### config.mk
export PLATFORM = sky130hd
export DESIGN_NAME = mstat_csr
export DESIGN_NICKNAME = d
export VERILOG_FILES = /design/src/rtl/mstat_pkg.sv /design/src/rtl/mstat_view.sv /design/src/rtl/mstat_legalize.sv /design/src/rtl/mstat_flush_fsm.sv /design/src/rtl/mstat_csr.sv
export SDC_FILE = /design/constraint.sdc
export NUM_CORES = 1
export LEC_CHECK = 0
export BUFFER_PORTS_ARGS = -buffer_cell sky130_fd_sc_hd__buf_2
export CAP_MARGIN = 15
export CORE_MARGIN = 3
export CORE_UTILIZATION = 36
export DETAILED_ROUTE_END_ITERATION = 10
export PLACE_DENSITY = 0.77
export SLEW_MARGIN = 20
export SYNTH_ARGS = -nofsm -noshare
export SYNTH_HDL_FRONTEND = slang
export SYNTH_SLANG_ARGS = --single-unit
### constraint.sdc
create_clock -name clk -period 1.25 [get_ports clk]
set_input_delay 0.3125 -clock clk [delete_from_list [all_inputs] [get_ports clk]]
set_output_delay 0.3125 -clock clk [all_outputs]
set_load 0.05 [all_outputs]
### src/rtl/mstat_pkg.sv
package mstat_pkg;

    typedef enum logic [1:0] {
        CSR_READ  = 2'b00,
        CSR_WRITE = 2'b01,
        CSR_SET   = 2'b10,
        CSR_CLEAR = 2'b11
    } csr_op_e;

    typedef enum logic {
        FLUSH_IDLE  = 1'b0,
        FLUSH_PULSE = 1'b1
    } flush_state_e;

    localparam int POS_UIE  = 0;
    localparam int POS_SIE  = 1;
    localparam int POS_MIE  = 3;
    localparam int POS_UPIE = 4;
    localparam int POS_SPIE = 5;
    localparam int POS_MPIE = 7;
    localparam int POS_SPP  = 8;
    localparam int POS_MPP  = 11;
    localparam int POS_FS   = 13;
    localparam int POS_XS   = 15;
    localparam int POS_MPRV = 17;
    localparam int POS_SUM  = 18;
    localparam int POS_MXR  = 19;

    localparam logic [1:0] PRIV_USER  = 2'b00;
    localparam logic [1:0] PRIV_SUPER = 2'b01;
    localparam logic [1:0] PRIV_RSVD  = 2'b10;
    localparam logic [1:0] PRIV_MACH  = 2'b11;

endpackage

### src/rtl/mstat_view.sv
module mstat_view
    import mstat_pkg::*;
#(
    parameter int XLEN = 32
) (
    input  logic            view_sup,
    input  csr_op_e         op,
    input  logic [XLEN-1:0] wdata,
    input  logic [XLEN-1:0] cur,
    output logic [XLEN-1:0] rdata,
    output logic [XLEN-1:0] proposed
);
    localparam logic [XLEN-1:0] ONE = XLEN'(1);
    localparam logic [XLEN-1:0] SUP_MASK =
        (ONE << POS_UIE)  | (ONE << POS_SIE)  | (ONE << POS_UPIE) |
        (ONE << POS_SPIE) | (ONE << POS_SPP)  | (ONE << POS_FS)   |
        (ONE << (POS_FS + 1)) | (ONE << POS_XS) | (ONE << (POS_XS + 1)) |
        (ONE << POS_SUM)  | (ONE << POS_MXR)  | (ONE << (XLEN - 1));

    logic [XLEN-1:0] vmask;
    logic [XLEN-1:0] vnew;

    always_comb begin
        vmask = view_sup ? SUP_MASK : '1;
        rdata = cur & vmask;
        unique case (op)
            CSR_WRITE: vnew = wdata;
            CSR_SET:   vnew = rdata | wdata;
            CSR_CLEAR: vnew = rdata & ~wdata;
            default:   vnew = rdata;
        endcase
        proposed = (cur & ~vmask) | (vnew & vmask);
    end
endmodule

### src/rtl/mstat_legalize.sv
module mstat_legalize
    import mstat_pkg::*;
#(
    parameter int XLEN = 32
) (
    input  logic            has_smode,
    input  logic            has_umode,
    input  logic [XLEN-1:0] old_val,
    input  logic [XLEN-1:0] proposed,
    output logic [XLEN-1:0] next_val,
    output logic            xlat_changed
);
    localparam logic [XLEN-1:0] ONE = XLEN'(1);
    localparam logic [XLEN-1:0] MPP_BITS = (ONE << POS_MPP) | (ONE << (POS_MPP + 1));
    localparam logic [XLEN-1:0] BASE_MASK =
        (ONE << POS_SIE)  | (ONE << POS_MIE)  | (ONE << POS_SPIE) |
        (ONE << POS_MPIE) | (ONE << POS_SPP)  | MPP_BITS |
        (ONE << POS_FS)   | (ONE << (POS_FS + 1)) |
        (ONE << POS_MPRV) | (ONE << POS_SUM)  | (ONE << POS_MXR);
    localparam logic [XLEN-1:0] XLAT_BITS =
        (ONE << POS_MXR) | (ONE << POS_MPRV) | (ONE << POS_SUM) | MPP_BITS;

    logic [1:0]      new_mpp;
    logic            mpp_bad;
    logic [XLEN-1:0] wmask;
    logic [XLEN-1:0] merged;

    always_comb begin
        new_mpp = proposed[POS_MPP +: 2];
        mpp_bad = (new_mpp == PRIV_RSVD) ||
                  (new_mpp == PRIV_SUPER && !has_smode) ||
                  (new_mpp == PRIV_USER  && !has_umode);
        wmask   = mpp_bad ? (BASE_MASK & ~MPP_BITS) : BASE_MASK;
        merged  = (old_val & ~wmask) | (proposed & wmask);
        if (merged[POS_FS +: 2] != 2'b00) begin
            merged[POS_FS +: 2] = 2'b11;
        end
        merged[XLEN-1] = (merged[POS_FS +: 2] == 2'b11) ||
                         (merged[POS_XS +: 2] == 2'b11);
        next_val     = merged;
        xlat_changed = ((merged ^ old_val) & XLAT_BITS) != '0;
    end
endmodule

### src/rtl/mstat_flush_fsm.sv
module mstat_flush_fsm
    import mstat_pkg::*;
(
    input  logic clk,
    input  logic rst_n,
    input  logic trigger,
    output logic flush_o
);
    flush_state_e state_q;
    flush_state_e state_d;

    always_comb begin
        unique case (state_q)
            FLUSH_IDLE:  state_d = trigger ? FLUSH_PULSE : FLUSH_IDLE;
            FLUSH_PULSE: state_d = trigger ? FLUSH_PULSE : FLUSH_IDLE;
            default:     state_d = FLUSH_IDLE;
        endcase
    end

    always_ff @(posedge clk or negedge rst_n) begin
        if (!rst_n) begin
            state_q <= FLUSH_IDLE;
        end else begin
            state_q <= state_d;
        end
    end

    always_comb begin
        flush_o = (state_q == FLUSH_PULSE);
    end

    assert_pulse_follows_trigger_R8: assert property (
        @(posedge clk) disable iff (!rst_n)
        (!trigger) |=> !flush_o
    );
endmodule

### src/rtl/mstat_csr.sv
module mstat_csr
    import mstat_pkg::*;
#(
    parameter int XLEN = 32
) (
    input  logic            clk,
    input  logic            rst_n,
    input  logic            has_smode,
    input  logic            has_umode,
    input  logic            csr_en,
    input  logic            csr_sel,
    input  logic [1:0]      csr_op,
    input  logic [XLEN-1:0] csr_wdata,
    output logic [XLEN-1:0] csr_rdata,
    output logic            sie_o,
    output logic            mie_o,
    output logic            spie_o,
    output logic            mpie_o,
    output logic            spp_o,
    output logic [1:0]      mpp_o,
    output logic [1:0]      fs_o,
    output logic            mprv_o,
    output logic            sum_o,
    output logic            mxr_o,
    output logic            flush_o
);
    localparam logic [XLEN-1:0] ONE = XLEN'(1);
    localparam logic [XLEN-1:0] RESET_VAL = XLEN'(PRIV_MACH) << POS_MPP;
    localparam logic [XLEN-1:0] OPEN_BITS =
        (ONE << POS_SIE)  | (ONE << POS_MIE)  | (ONE << POS_SPIE) |
        (ONE << POS_MPIE) | (ONE << POS_SPP)  | (ONE << POS_MPP) |
        (ONE << (POS_MPP + 1)) | (ONE << POS_FS) | (ONE << (POS_FS + 1)) |
        (ONE << POS_MPRV) | (ONE << POS_SUM)  | (ONE << POS_MXR) |
        (ONE << (XLEN - 1));
    localparam logic [XLEN-1:0] XLAT_BITS =
        (ONE << POS_MXR) | (ONE << POS_MPRV) | (ONE << POS_SUM) |
        (ONE << POS_MPP) | (ONE << (POS_MPP + 1));

    csr_op_e         op_e;
    logic [XLEN-1:0] status_q;
    logic [XLEN-1:0] proposed;
    logic [XLEN-1:0] legal_val;
    logic            xlat_changed;
    logic            do_write;

    assign op_e     = csr_op_e'(csr_op);
    assign do_write = csr_en && (op_e != CSR_READ);

    mstat_view #(.XLEN(XLEN)) u_view (
        .view_sup (csr_sel),
        .op       (op_e),
        .wdata    (csr_wdata),
        .cur      (status_q),
        .rdata    (csr_rdata),
        .proposed (proposed)
    );

    mstat_legalize #(.XLEN(XLEN)) u_legal (
        .has_smode    (has_smode),
        .has_umode    (has_umode),
        .old_val      (status_q),
        .proposed     (proposed),
        .next_val     (legal_val),
        .xlat_changed (xlat_changed)
    );

    mstat_flush_fsm u_flush (
        .clk     (clk),
        .rst_n   (rst_n),
        .trigger (do_write && xlat_changed),
        .flush_o (flush_o)
    );

    always_ff @(posedge clk or negedge rst_n) begin
        if (!rst_n) begin
            status_q <= RESET_VAL;
        end else if (do_write) begin
            status_q <= legal_val;
        end
    end

    always_comb begin
        sie_o  = status_q[POS_SIE];
        mie_o  = status_q[POS_MIE];
        spie_o = status_q[POS_SPIE];
        mpie_o = status_q[POS_MPIE];
        spp_o  = status_q[POS_SPP];
        mpp_o  = status_q[POS_MPP +: 2];
        fs_o   = status_q[POS_FS +: 2];
        mprv_o = status_q[POS_MPRV];
        sum_o  = status_q[POS_SUM];
        mxr_o  = status_q[POS_MXR];
    end

    assert_read_no_change_R2: assert property (
        @(posedge clk) disable iff (!rst_n)
        (csr_en && op_e == CSR_READ) |=> $stable(status_q)
    );

    assert_locked_bits_R3: assert property (
        @(posedge clk) disable iff (!rst_n)
        1'b1 |=> ((status_q & ~OPEN_BITS) == ($past(status_q) & ~OPEN_BITS))
    );

    assert_mpp_never_reserved_R4: assert property (
        @(posedge clk) disable iff (!rst_n)
        status_q[POS_MPP +: 2] != PRIV_RSVD
    );

    assert_fs_off_or_dirty_R5: assert property (
        @(posedge clk) disable iff (!rst_n)
        status_q[POS_FS +: 2] == 2'b00 || status_q[POS_FS +: 2] == 2'b11
    );

    assert_sd_summary_R6: assert property (
        @(posedge clk) disable iff (!rst_n)
        status_q[XLEN-1] == ((status_q[POS_FS +: 2] == 2'b11) ||
                             (status_q[POS_XS +: 2] == 2'b11))
    );

    assert_flush_has_cause_R8: assert property (
        @(posedge clk) disable iff (!rst_n)
        flush_o |-> ((status_q & XLAT_BITS) != ($past(status_q) & XLAT_BITS))
    );
endmodule

# Word-level counts from Yosys, hierarchy flattened
# Index checks and enable logic that the tools add are counted.
# word_totals
register_bits	33
input_bits	40
# op_classes
n_eq_ne	7
n_mux	5
bitwise	13
n_reduce_logical	13
# ops
cell	count
$and 31x31->31	5
$not 31->31	3
$or 31x31->31	3
$pmux 31 s3	1
$and 32x32->32	1
$reduce_bool 32->1	1
$mux 31	1
$xor 20x20->20	1
$mux 13	1
$eq 2x2->1 const B	5
$eq 2x1->1 const B	2
$logic_and 1x1->1	4
$reduce_bool 2->1	2
$logic_or 1x1->1	3
$logic_not 1->1	2
$logic_not 2->1	1
$mux 2	1
$mux 1	1

# Logic depth before layout (Yosys ltp)
# Gate-level depths: netlist of the first run.
# logic_depth
ltp_word	20
ltp_mapped	8
ltp_nobuf	5

# Modules after synthesis
# A second synthesis of the first run with hierarchy kept.
# unflattened
hier_cells	290
area_unflattened_um2	2673.8
# modules_own_cells
mod	instances	cells_per_inst	area_each_um2	seq_area_each_um2
mstat_csr	1	74	1251.2	803.3
mstat_view	1	165	1057.3	0.0
mstat_legalize	1	50	340.3	0.0
mstat_flush_fsm	1	1	25.0	25.0

# Worst setup path before layout of the first run
# No wires, ideal clock.
# synth_path
path_kind	register -> output
start	reg status_q[12]
end	out csr_rdata[12]
arrival_ns	1.508
required_time_ns	0.938
slack_ns	-0.571
stages_incl_launch_ff	2
path_buffers	0
cell_sequence	dfstp_2 nor2b_1
# synth_between
elab_chain_len	1
# synth_lines
item	line_no	rtl
from (decl)	mstat_csr.sv:40	logic [XLEN-1:0] status_q;
from (signal assigned)	mstat_csr.sv:78	status_q <= legal_val;
$and 32x32->32	mstat_view.sv:25	rdata = cur & vmask;
to (decl)	mstat_csr.sv:14	output logic [XLEN-1:0] csr_rdata,
# No other way between the ends.

# Final worst setup path of the first run
# Ends and elaborated chain as after synthesis.

==> qor.csv, run 1 <==
stage;metric;value;unit
outcome;outcome;complete, but fails checks;
outcome;failed_checks;negative setup slack;
grt;gr-total-overflow;0;
placement;gp_congestion;0.765;
clocking;tritoncts;yes;
placement;pre_cts_ws;-0.313;ns
setup_path;start_kind;register;
power_and_ir_drop;pwr-share-clk;10.9;%
synthesis;avgSynthCellArea;8.77;um2
die;core;3100;um2
layout;diodes;0;
grt;grt.total_usage;16.3;%
grt;antenna_found_initial;0;
die;die_area;4040;um2
placement;place_hpwl;2410;um
synthesis;seq_area_frac_synth;25.4;%
route;antenna_left;0;
route;wire_per_inst;13.9;um
sta;setup_violations;15;
synthesis;yosysTopAreaCellShare;21.0;%
power_and_ir_drop;intPower;1.48;mW
clocking;clk_path_buf_depth;2;
route;drc;0;
power_and_ir_drop;p_sw;1.44;mW
synthesis;async_reset_ff_share;100;%
synthesis;ys_ff_latch;12;
grt;grt_pass1_vias;1097;
synthesis;synth.distinct_cells;41;
setup_path;critPathKind;reg2out;
sta;fmax;0.658;GHz
synthesis;synth_edf_count;0;
setup_path;crit_arrival;1.21;ns
power_and_ir_drop;leakage;0.859;nW
synthesis;synth-main-ff-cell;dfrtp_1;
layout;area_delta_synth_final;53.5;%
synthesis;yosysTopAreaCell;dfrtp_1;
sta;fin_crit;1.52;ns
die;start_util;38.4;%
route;wl;3420;um
power_and_ir_drop;seq_power_share;21.1;%
clocking;clk_latency;0.28;ns
layout;layout.nets;243;
layout;drive_gt1_share;55.0;%
die;io_pins;85;
sta;worst_slack;-0.269;ns
setup_path;crit_path_end_kind;output port;
clocking;htreeDepth;1;
die;rows;20;
sta;fin_skew;0.00753;ns
power_and_ir_drop;ir_drop;0.942;mV
power_and_ir_drop;p_sw_share;49.3;%
clocking;path_clk_slew;0.08;ns
sta;rsz0062_at_grt;true;
clocking;cts-root-buf;clkbuf_4;
route;dr.pass1.iters;4;
synthesis;synth_area_leaders;dfrtp_1, buf_4, nor2b_1, mux2i_1, dfstp_2;
route;drt-initial-drc-count;33;
sta;finalMaxSlewViolations;0;
min_path;hold_path.class;in2reg;
flow_run;max_cap_violations;0;
sta;fin_setup_tns;-2.14;ns
layout;final_common_cell;buf_4;
power_and_ir_drop;powerDensity;1590;nW/um2
grt;grt_pass1_wl;5150;um
synthesis;ys_warn_count;0;
sta;finalHoldViolCount;0;
synthesis;syn_area;1190;um2
synthesis;netlist_instances;136;
clocking;cts-buffers-inserted;3;
grt;grt_max_degree;13;
setup_path;crit_fanout;4;
route;via_per_inst;4.76;
placement;port_buffers;45;
sta;finalCritPeriodShare;122;%
route;num_vias;1171;
clocking;clock_sinks;12;
power_and_ir_drop;p_comb_share;68.0;%
layout;final_cell_mix;buf_4, buf_2, buf_6;
die;fp.dieW;63.6;um
setup_path;worstPathRequired;0.94;ns
die;die_h;63.6;um
==> layer usage <==
| layer | wire length (um) | track usage (%) |
|---|---|---|
| met5 | 0 | 0 |
| met2 | 1770 | 28.9 |
| met4 | 95 | 7.55 |
| met3 | 201 | 2.32 |
| met1 | 1360 | 19.0 |
==> cells in the mapped netlist, types with 2 or more instances <==
cell,instances
o21ai_0,10
buf_4,29
a21oi_1,7
nand2_1,7
nor2b_1,13
and2_1,2
a31oi_1,2
dfrtp_1,10
mux2i_1,7
dfstp_2,2
a32oi_1,3
buf_6,4
o211ai_1,2
nor2_1,3
inv_1,4
a22oi_1,6
==> final cells by class <==
type                            instances  area, um2
Timing Repair Buffer                   77        656
Inverter                                4       17.5
Tap cell                               44       55.1
Sequential cell                        12        319
Fill cell                             284       1270
Multi-Input combinational cell        105        747
Clock buffer                            4       36.3
==> worst paths after layout <==
check | start | end | slack [ns] | depth (start not counted)
max in group asynchronous | rst_n | status_q[11] | 0.51 | 2
setup reg to reg | status_q[12] | u_flush.flush_o | -0.23 | 6
setup / recovery | status_q[12] | csr_rdata[12] | -0.27 | 2
min in group asynchronous | rst_n | status_q[19] | 0.45 | 2
hold reg to reg | register | register | 0.56 | 2
hold / removal | csr_wdata[5] | register | 0.30 | 3
==> metrics by stage <==
stage                     utilization, %  cell area (um2)  std cells  hold WS [ns]  power (mW)
after floorplan                        -             1320        154        0.0169        1.92
after global placement              48.8             1520        234         0.203        2.14
after detailed placement            48.8             1520        234         0.205        2.16
after CTS                           57.1             1770        245         0.298        2.81
after global routing                59.0             1830        246         0.307        3.03
final                               59.0             1830        246         0.296        2.91
==> kinds of logic after synthesis <==
logic type	Yosys count	share of synthesized area, %
mux	7	5.88
simple gates	37	19.4
buf+inv	37	23.3
flops	12	25.4
other cells	1	0.314
xor+xnor	1	0.735
compound gates	41	25.0
==> power by group through the flow <==
| stage | logic (mW) | clock network [mW] | registers (mW) |
|---|---|---|---|
| after floorplan | 0.990 | 0 | 0.931 |
| after global placement | 1.53 | 0 | 0.610 |
| after detailed placement | 1.55 | 0 | 0.615 |
| after CTS | 1.90 | 0.323 | 0.596 |
| after global routing | 2.07 | 0.339 | 0.628 |
| final | 1.98 | 0.319 | 0.614 |
==> worst max-delay path, cell delays in order, from the launching register on <==
cell	delay, ns
dfstp_4	0.63
nor2b_4	0.14
buf_6	0.16
==> repair_timing <==
action	in CTS	in global routing
hold endpoints to repair	10	0
setup endpoints to repair	27	29
buffers inserted	6	1
gates resized for setup	52	15
hold buffers	1	0
pin swaps	8	0
No activity file was read; power rests on OpenSTA's default activity.
==> run 2, diff against run 1 <==
--- a/config.mk
+++ b/config.mk
@@ -7,6 +7,7 @@
 export LEC_CHECK = 0
 export BUFFER_PORTS_ARGS = -buffer_cell sky130_fd_sc_hd__buf_2
 export CAP_MARGIN = 15
+export CORE_ASPECT_RATIO = 1.1
 export CORE_MARGIN = 3
 export CORE_UTILIZATION = 36
 export DETAILED_ROUTE_END_ITERATION = 10
==> run 2 against run 1 <==
Compared with the run above:
- the flow still finishes with violations (negative setup slack)
- combinational power rose by 4%
- register-to-register slack got worse by 0.06 ns
- final area rose by 3.9%
- maximum frequency fell by 5.5%
- sequential cell count did not move
- non-clock buffer count rose by 9
- die area barely moved
- critical path depth rose by 2
- critical path type unchanged
- critical endpoint is now csr_rdata[11]
- largest cell class unchanged
==> qor.csv, run 2 (synthesis gave the netlist of run 1 again) <==
stage;metric;value;unit;change
clocking;path_clk_slew;0.09;ns;about the same
layout;final_cell_mix;buf_4, buf_6, buf_2;;
setup_path;start_kind;register;;
outcome;outcome;complete, but fails checks;;
flow_run;max_cap_violations;0;;unchanged
placement;place_hpwl;2290;um;-4.7%
setup_path;r2r_cells;5;;-1
power_and_ir_drop;power;2.95;mW;+1.2%
sta;fin_crit;1.61;ns;+0.0882 ns
power_and_ir_drop;ir_drop;0.857;mV;-8.9%
sta;worst_slack;-0.357;ns;-0.0882 ns
setup_path;crit_arrival;1.29;ns;+0.08 ns
placement;place_area;1570;um2;+3.5%
layout;diodes;0;;unchanged
power_and_ir_drop;p_sw;1.45;mW;+0.75%
setup_path;worstPathRequired;0.94;ns;about the same
sta;fin_setup_tns;-2.35;ns;-0.211 ns
clocking;cts-root-buf;clkbuf_4;;
sta;fin_skew;0.00877;ns;+0.00124 ns
min_path;hold_depth;3;;unchanged
power_and_ir_drop;p_sw_share;49.1;%;-0.21 points
grt;grt_max_degree;13;;unchanged
sta;rsz0062_at_grt;true;;
sta;finalHoldViolCount;0;;unchanged
setup_path;crit_path_end_kind;output port;;
outcome;failed_checks;negative setup slack;;
min_path;hold_start;csr_wdata[8];;
route;wire_per_inst;12.8;um;-7.8%
die;die_area;4040;um2;about the same
grt;antenna_found_initial;0;;unchanged
min_path;hold_path.class;in2reg;;
power_and_ir_drop;powerDensity;1550;nW/um2;-2.6%
layout;layout.nets;252;;+3.7%
sta;finalMaxSlewViolations;0;;unchanged
grt;grt.total_usage;16.3;%;+0.042 points
clocking;clk_path_buf_depth;2;;unchanged
power_and_ir_drop;seq_power_share;21.0;%;about the same
route;antenna_left;0;;unchanged
clocking;cts-buffers-inserted;3;;unchanged
setup_path;rr_startpoint;status_q[11];;
layout;drive_gt1_share;56.9;%;+1.9 points
placement;gp_congestion;0.842;;+10%
route;dr.pass1.iters;4;;unchanged
die;core;3100;um2;about the same
placement;port_buffers;45;;unchanged
sta;whs;0.270;ns;-0.0263 ns
die;start_util;38.5;%;about the same
die;io_pins;85;;unchanged
route;via_per_inst;4.88;;+2.6%
grt;grt_pass1_wl;4970;um;-3.5%
route;drt-initial-drc-count;43;;+30%
clocking;htreeDepth;1;;unchanged
sta;fmax;0.622;GHz;-5.5%
power_and_ir_drop;pwr-share-clk;9.5;%;-1.4 points
setup_path;rrSetupSlack;-0.29;ns;-0.06 ns
sta;setup_violations;15;;unchanged
power_and_ir_drop;p_comb_share;69.4;%;+1.4 points
clocking;clock_sinks;12;;unchanged
sta;finalCritPeriodShare;129;%;+7.1 points
route;num_vias;1196;;+2.1%
die;die_h;66.4;um;+4.4%
clocking;clk_latency;0.29;ns;about the same
layout;postLayoutCellArea;1900;um2;+3.9%
die;rows;21;;+5.0%
grt;grt_pass1_vias;1126;;+2.6%
setup_path;crit_fanout;3;;-1
power_and_ir_drop;leakage;0.906;nW;+5.5%
setup_path;r2r-end;u_flush.flush_o;;
grt;gr-total-overflow;0;;unchanged
route;wl;3150;um;-8.1%
die;fp.dieW;60.9;um;-4.2%
layout;area_delta_synth_final;59.5;%;
setup_path;critPathKind;reg2out;;
layout;final_common_cell;buf_4;;
route;drc;0;;unchanged
placement;pre_cts_ws;-0.351;ns;-0.0387 ns
power_and_ir_drop;intPower;1.50;mW;+1.6%
clocking;tritoncts;yes;;
layout;fill_cells;264;;-7.0%
## run 2: cell types whose count changed in the layout (fill, tap and decap cells not counted), sizes merged
cell / change
buf: +9
## run 2: final cells by class
| type | count | area, um2 | area share, % |
|---|---|---|---|
| multi-input combinational | 105 | 753 | 39.6 |
| tap | 34 | 42.5 | 2.24 |
| clock buffer | 4 | 26.3 | 1.38 |
| sequential | 12 | 319 | 16.8 |
| timing repair buffer | 86 | 743 | 39.1 |
| inverter | 4 | 17.5 | 0.921 |
## run 2: critical path, stage by stage (launching register included)
cell and delay (ns):
dfstp_4 0.64, buf_12 0.10, inv_4 0.03, nor2_4 0.08
buf_8 0.15
## run 2: how the worst max path moves through the flow
stage            startpoint         endpoint  slack (ns)  cells after the start
3_5_place_dp        csr_sel  u_flush.flush_o       -0.35                      6
5_1_grt        status_q[11]    csr_rdata[11]       -0.40                      4
3_3_place_gp        csr_sel  u_flush.flush_o       -0.33                      6
4_1_cts        status_q[11]    csr_rdata[11]       -0.36                      4
6_report       status_q[11]    csr_rdata[11]       -0.36                      4
2_1_floorplan  status_q[12]     status_q[11]       -0.25                      6
## run 2: power by group through the flow
stage          Combinational (mW)  Sequential, mW  Clock [mW]
2_1_floorplan               0.990           0.931           0
3_3_place_gp                 1.57           0.606           0
3_5_place_dp                 1.58           0.611           0
4_1_cts                      1.94           0.603       0.285
5_1_grt                      2.16           0.643       0.303
6_report                     2.05           0.620       0.281
## run 2: layer usage
layer / up-vias / GRT usage (%) / routed length, um
li1: 589 / - / -
met4: 0 / 6.23 / 54
met3: 6 / 3.52 / 218
met5: - / 0 / 0
met2: 50 / 28.5 / 1590
met1: 551 / 18.8 / 1280
## run 2: repair_timing
action                                  CTS  global route
endpoints found under the setup margin   28            28
resized for setup                        49            20
pin swaps                                 6             3
buffers inserted                          7             2
hold buffers                              1             0
hold endpoints to repair                 10             0
## run 2: through the flow
stage / util, % / std cells
6_report: 61.3 / 245
5_1_grt: 61.3 / 245
4_1_cts: 58.5 / 243
3_5_place_dp: 50.6 / 231
3_3_place_gp: 50.6 / 231
2_1_floorplan: - / 154
==> run 3, diff against run 2 <==
--- a/config.mk
+++ b/config.mk
@@ -8,7 +8,7 @@
 export BUFFER_PORTS_ARGS = -buffer_cell sky130_fd_sc_hd__buf_2
 export CAP_MARGIN = 15
 export CORE_ASPECT_RATIO = 1.1
-export CORE_MARGIN = 3
+export CORE_MARGIN = 8
 export CORE_UTILIZATION = 36
 export DETAILED_ROUTE_END_ITERATION = 10
 export PLACE_DENSITY = 0.77
==> constraint.sdc (replaced) <==
create_clock -name clk -period 1.3 [get_ports clk]
set_input_delay 0.325 -clock clk [delete_from_list [all_inputs] [get_ports clk]]
set_output_delay 0.325 -clock clk [all_outputs]
set_load 0.05 [all_outputs]
==> run 3 against run 2 <==
Compared with the run above:
- the run still ends with negative setup slack left
- routed wire length rose by 4.6%
- core utilization fell by 7.8 points
- worst hold slack improved by 0.041 ns
==> qor.csv, run 3 (synthesis gave the netlist of run 1 again) <==
stage;metric;value;unit;change
clocking;clk_path_buf_depth;2;;unchanged
setup_path;path_depth;3;;-1
setup_path;crit_path_end_kind;output port;;
route;drt-initial-drc-count;108;;+150%
die;rows;22;;+4.8%
sta;fin_skew;0.00237;ns;-0.00640 ns
route;drc;0;;unchanged
setup_path;r2r_cells;6;;+1
setup_path;critPathMaxStageDelay;0.66;ns;+0.02 ns
route;via_per_inst;4.82;;-1.3%
power_and_ir_drop;ir_drop;0.575;mV;-33%
outcome;outcome;complete, but fails checks;;
grt;grt_max_degree;13;;unchanged
setup_path;rr_startpoint;status_q[12];;
setup_path;r2r-end;status_q[12];;
sta;finalCritPeriodShare;118;%;
die;io_pins;85;;unchanged
min_path;hold_depth;3;;unchanged
layout;final_common_cell;buf_4;;
sta;finalMaxSlewViolations;0;;unchanged
setup_path;critPathKind;reg2out;;
power_and_ir_drop;powerDensity;1560;nW/um2;+0.99%
grt;grt_pass1_wl;5440;um;+9.6%
outcome;failed_checks;negative setup slack;;
layout;fill_cells;315;;+19%
grt;grt.total_usage;12.2;%;-4.1 points
die;core;3250;um2;+4.8%
setup_path;crit_path_top_delay_cell;dfstp_4;;
flow_run;max_cap_violations;0;;unchanged
clocking;tritoncts;yes;;
die;die_h;76.4;um;+15%
placement;dp_cells;223;;-3.5%
clocking;cts-root-buf;clkbuf_4;;
sta;setup_violations;9;;-6
layout;fin_util;53.5;%;-7.8 points
setup_path;cp_num_buf_inv;2;;-1
route;wire_per_inst;14.1;um;+10%
setup_path;start_kind;register;;
layout;final_cell_mix;buf_4, buf_2, conb_1;;
route;num_vias;1123;;-6.1%
layout;drive_gt1_share;52.3;%;-4.6 points
sta;fin_crit;1.53;ns;
sta;rsz0062_at_grt;true;;
sta;fmax;0.654;GHz;
setup_path;path_cells;inv_4 > nor2_4 > buf_8;;
clocking;cts-buffers-inserted;3;;unchanged
clocking;path_clk_slew;0.08;ns;about the same
die;die_area;5410;um2;+34%
sta;worst_slack;-0.229;ns;+0.128 ns
power_and_ir_drop;power;2.72;mW;-7.7%
grt;gr-total-overflow;0;;unchanged
min_path;hold_path.class;in2reg;;
placement;place_hpwl;2550;um;+11%
layout;diodes;0;;unchanged
layout;seqCellArea;315;um2;-1.2%
layout;multiInputGateArea;759;um2;+0.83%
route;dr.pass1.iters;4;;unchanged
grt;grt_pass1_vias;1198;;+6.4%
layout;final_cells;233;;-4.9%
grt;antenna_found_initial;0;;unchanged
setup_path;crit_fanout;4;;+1
placement;port_buffers;45;;unchanged
min_path;hold_start;csr_wdata[1];;
clocking;htreeDepth;1;;unchanged
clocking;clock_sinks;12;;unchanged
placement;gp_congestion;0.806;;-4.3%
layout;area_delta_synth_final;45.9;%;
setup_path;rrSetupSlack;-0.16;ns;+0.13 ns
setup_path;crit_arrival;1.20;ns;-0.09 ns
route;wl;3290;um;+4.6%
clocking;clk_latency;0.27;ns;-0.02 ns
die;start_util;36.7;%;-1.7 points
sta;fin_setup_tns;-1.22;ns;+1.13 ns
setup_path;crit_family;flip-flops;;
sta;finalHoldViolCount;0;;unchanged
die;fp.dieW;70.9;um;+16%
route;antenna_left;0;;unchanged
power_and_ir_drop;leakage;0.819;nW;-9.6%
setup_path;worstPathRequired;0.98;ns;+0.04 ns
layout;layout.nets;238;;-5.6%
## run 3: changes by cell type in the layout (fill, tap and decap cells not counted), sizes merged
cell / delta
clkbuf: +4
buf: -18
## run 3: worst max path at each step
| stage | from | end | slack (ns) |
|---|---|---|---|
| after floorplan | status_q[12] | status_q[11] | -0.20 |
| after global placement | csr_sel | status_q[11] | -0.24 |
| after detailed placement | csr_sel | status_q[11] | -0.27 |
| after CTS | status_q[11] | csr_rdata[11] | -0.24 |
| after global routing | status_q[12] | csr_rdata[12] | -0.28 |
| final | status_q[11] | csr_rdata[11] | -0.23 |
## run 3: repair_timing
item | 4_1_cts | 5_1_grt
pin swaps | 9 | 1
hold buffers | 1 | 0
setup buffers | 4 | 1
gates cloned | 0 | 0
hold endpoints to repair | 10 | 0
endpoints found under the setup margin | 20 | 23
resized for setup | 40 | 12
## run 3: final cells by class
class / instances / area share (%)
Inverter: 4 / 1.01
Tap cell: 36 / 2.59
Timing Repair Buffer: 72 / 32.5
Clock buffer: 4 / 2.09
Sequential cell: 12 / 18.1
Multi-Input combinational cell: 105 / 43.7
## run 3: worst reg2reg max path, stage by stage, from the launching register on
cell and delay (ns):
dfstp_4 0.48, buf_6 0.12, buf_6 0.11, a22oi_2 0.16
and2_4 0.24, o211ai_1 0.10, a22o_1 0.19
## run 3: per-stage QoR
| stage | setup WS [ns] | hold slack, ns | instance area [um2] |
|---|---|---|---|
| final | -0.229 | 0.311 | 1740 |
| after global routing | -0.280 | 0.298 | 1740 |
| after CTS | -0.243 | 0.304 | 1690 |
| after detailed placement | -0.270 | 0.230 | 1480 |
| after global placement | -0.242 | 0.229 | 1480 |
| after floorplan | -0.202 | 0.0294 | 1320 |
## run 3: routing by layer
metal / vias to the layer above / wire, um / global-route usage [%]
li1: 562 / - / -
met1: 519 / 1310 / 13.1
met2: 40 / 1720 / 21.2
met3: 2 / 238 / 4.47
met4: 0 / 19 / 4.17
met5: - / 0 / 0
## run 3: report_power, final
group / total (mW) / internal [mW] / switching (mW)
Clock: 0.303 / 0.170 / 0.133
Combinational: 1.85 / 0.706 / 1.14
Sequential: 0.572 / 0.486 / 0.0853
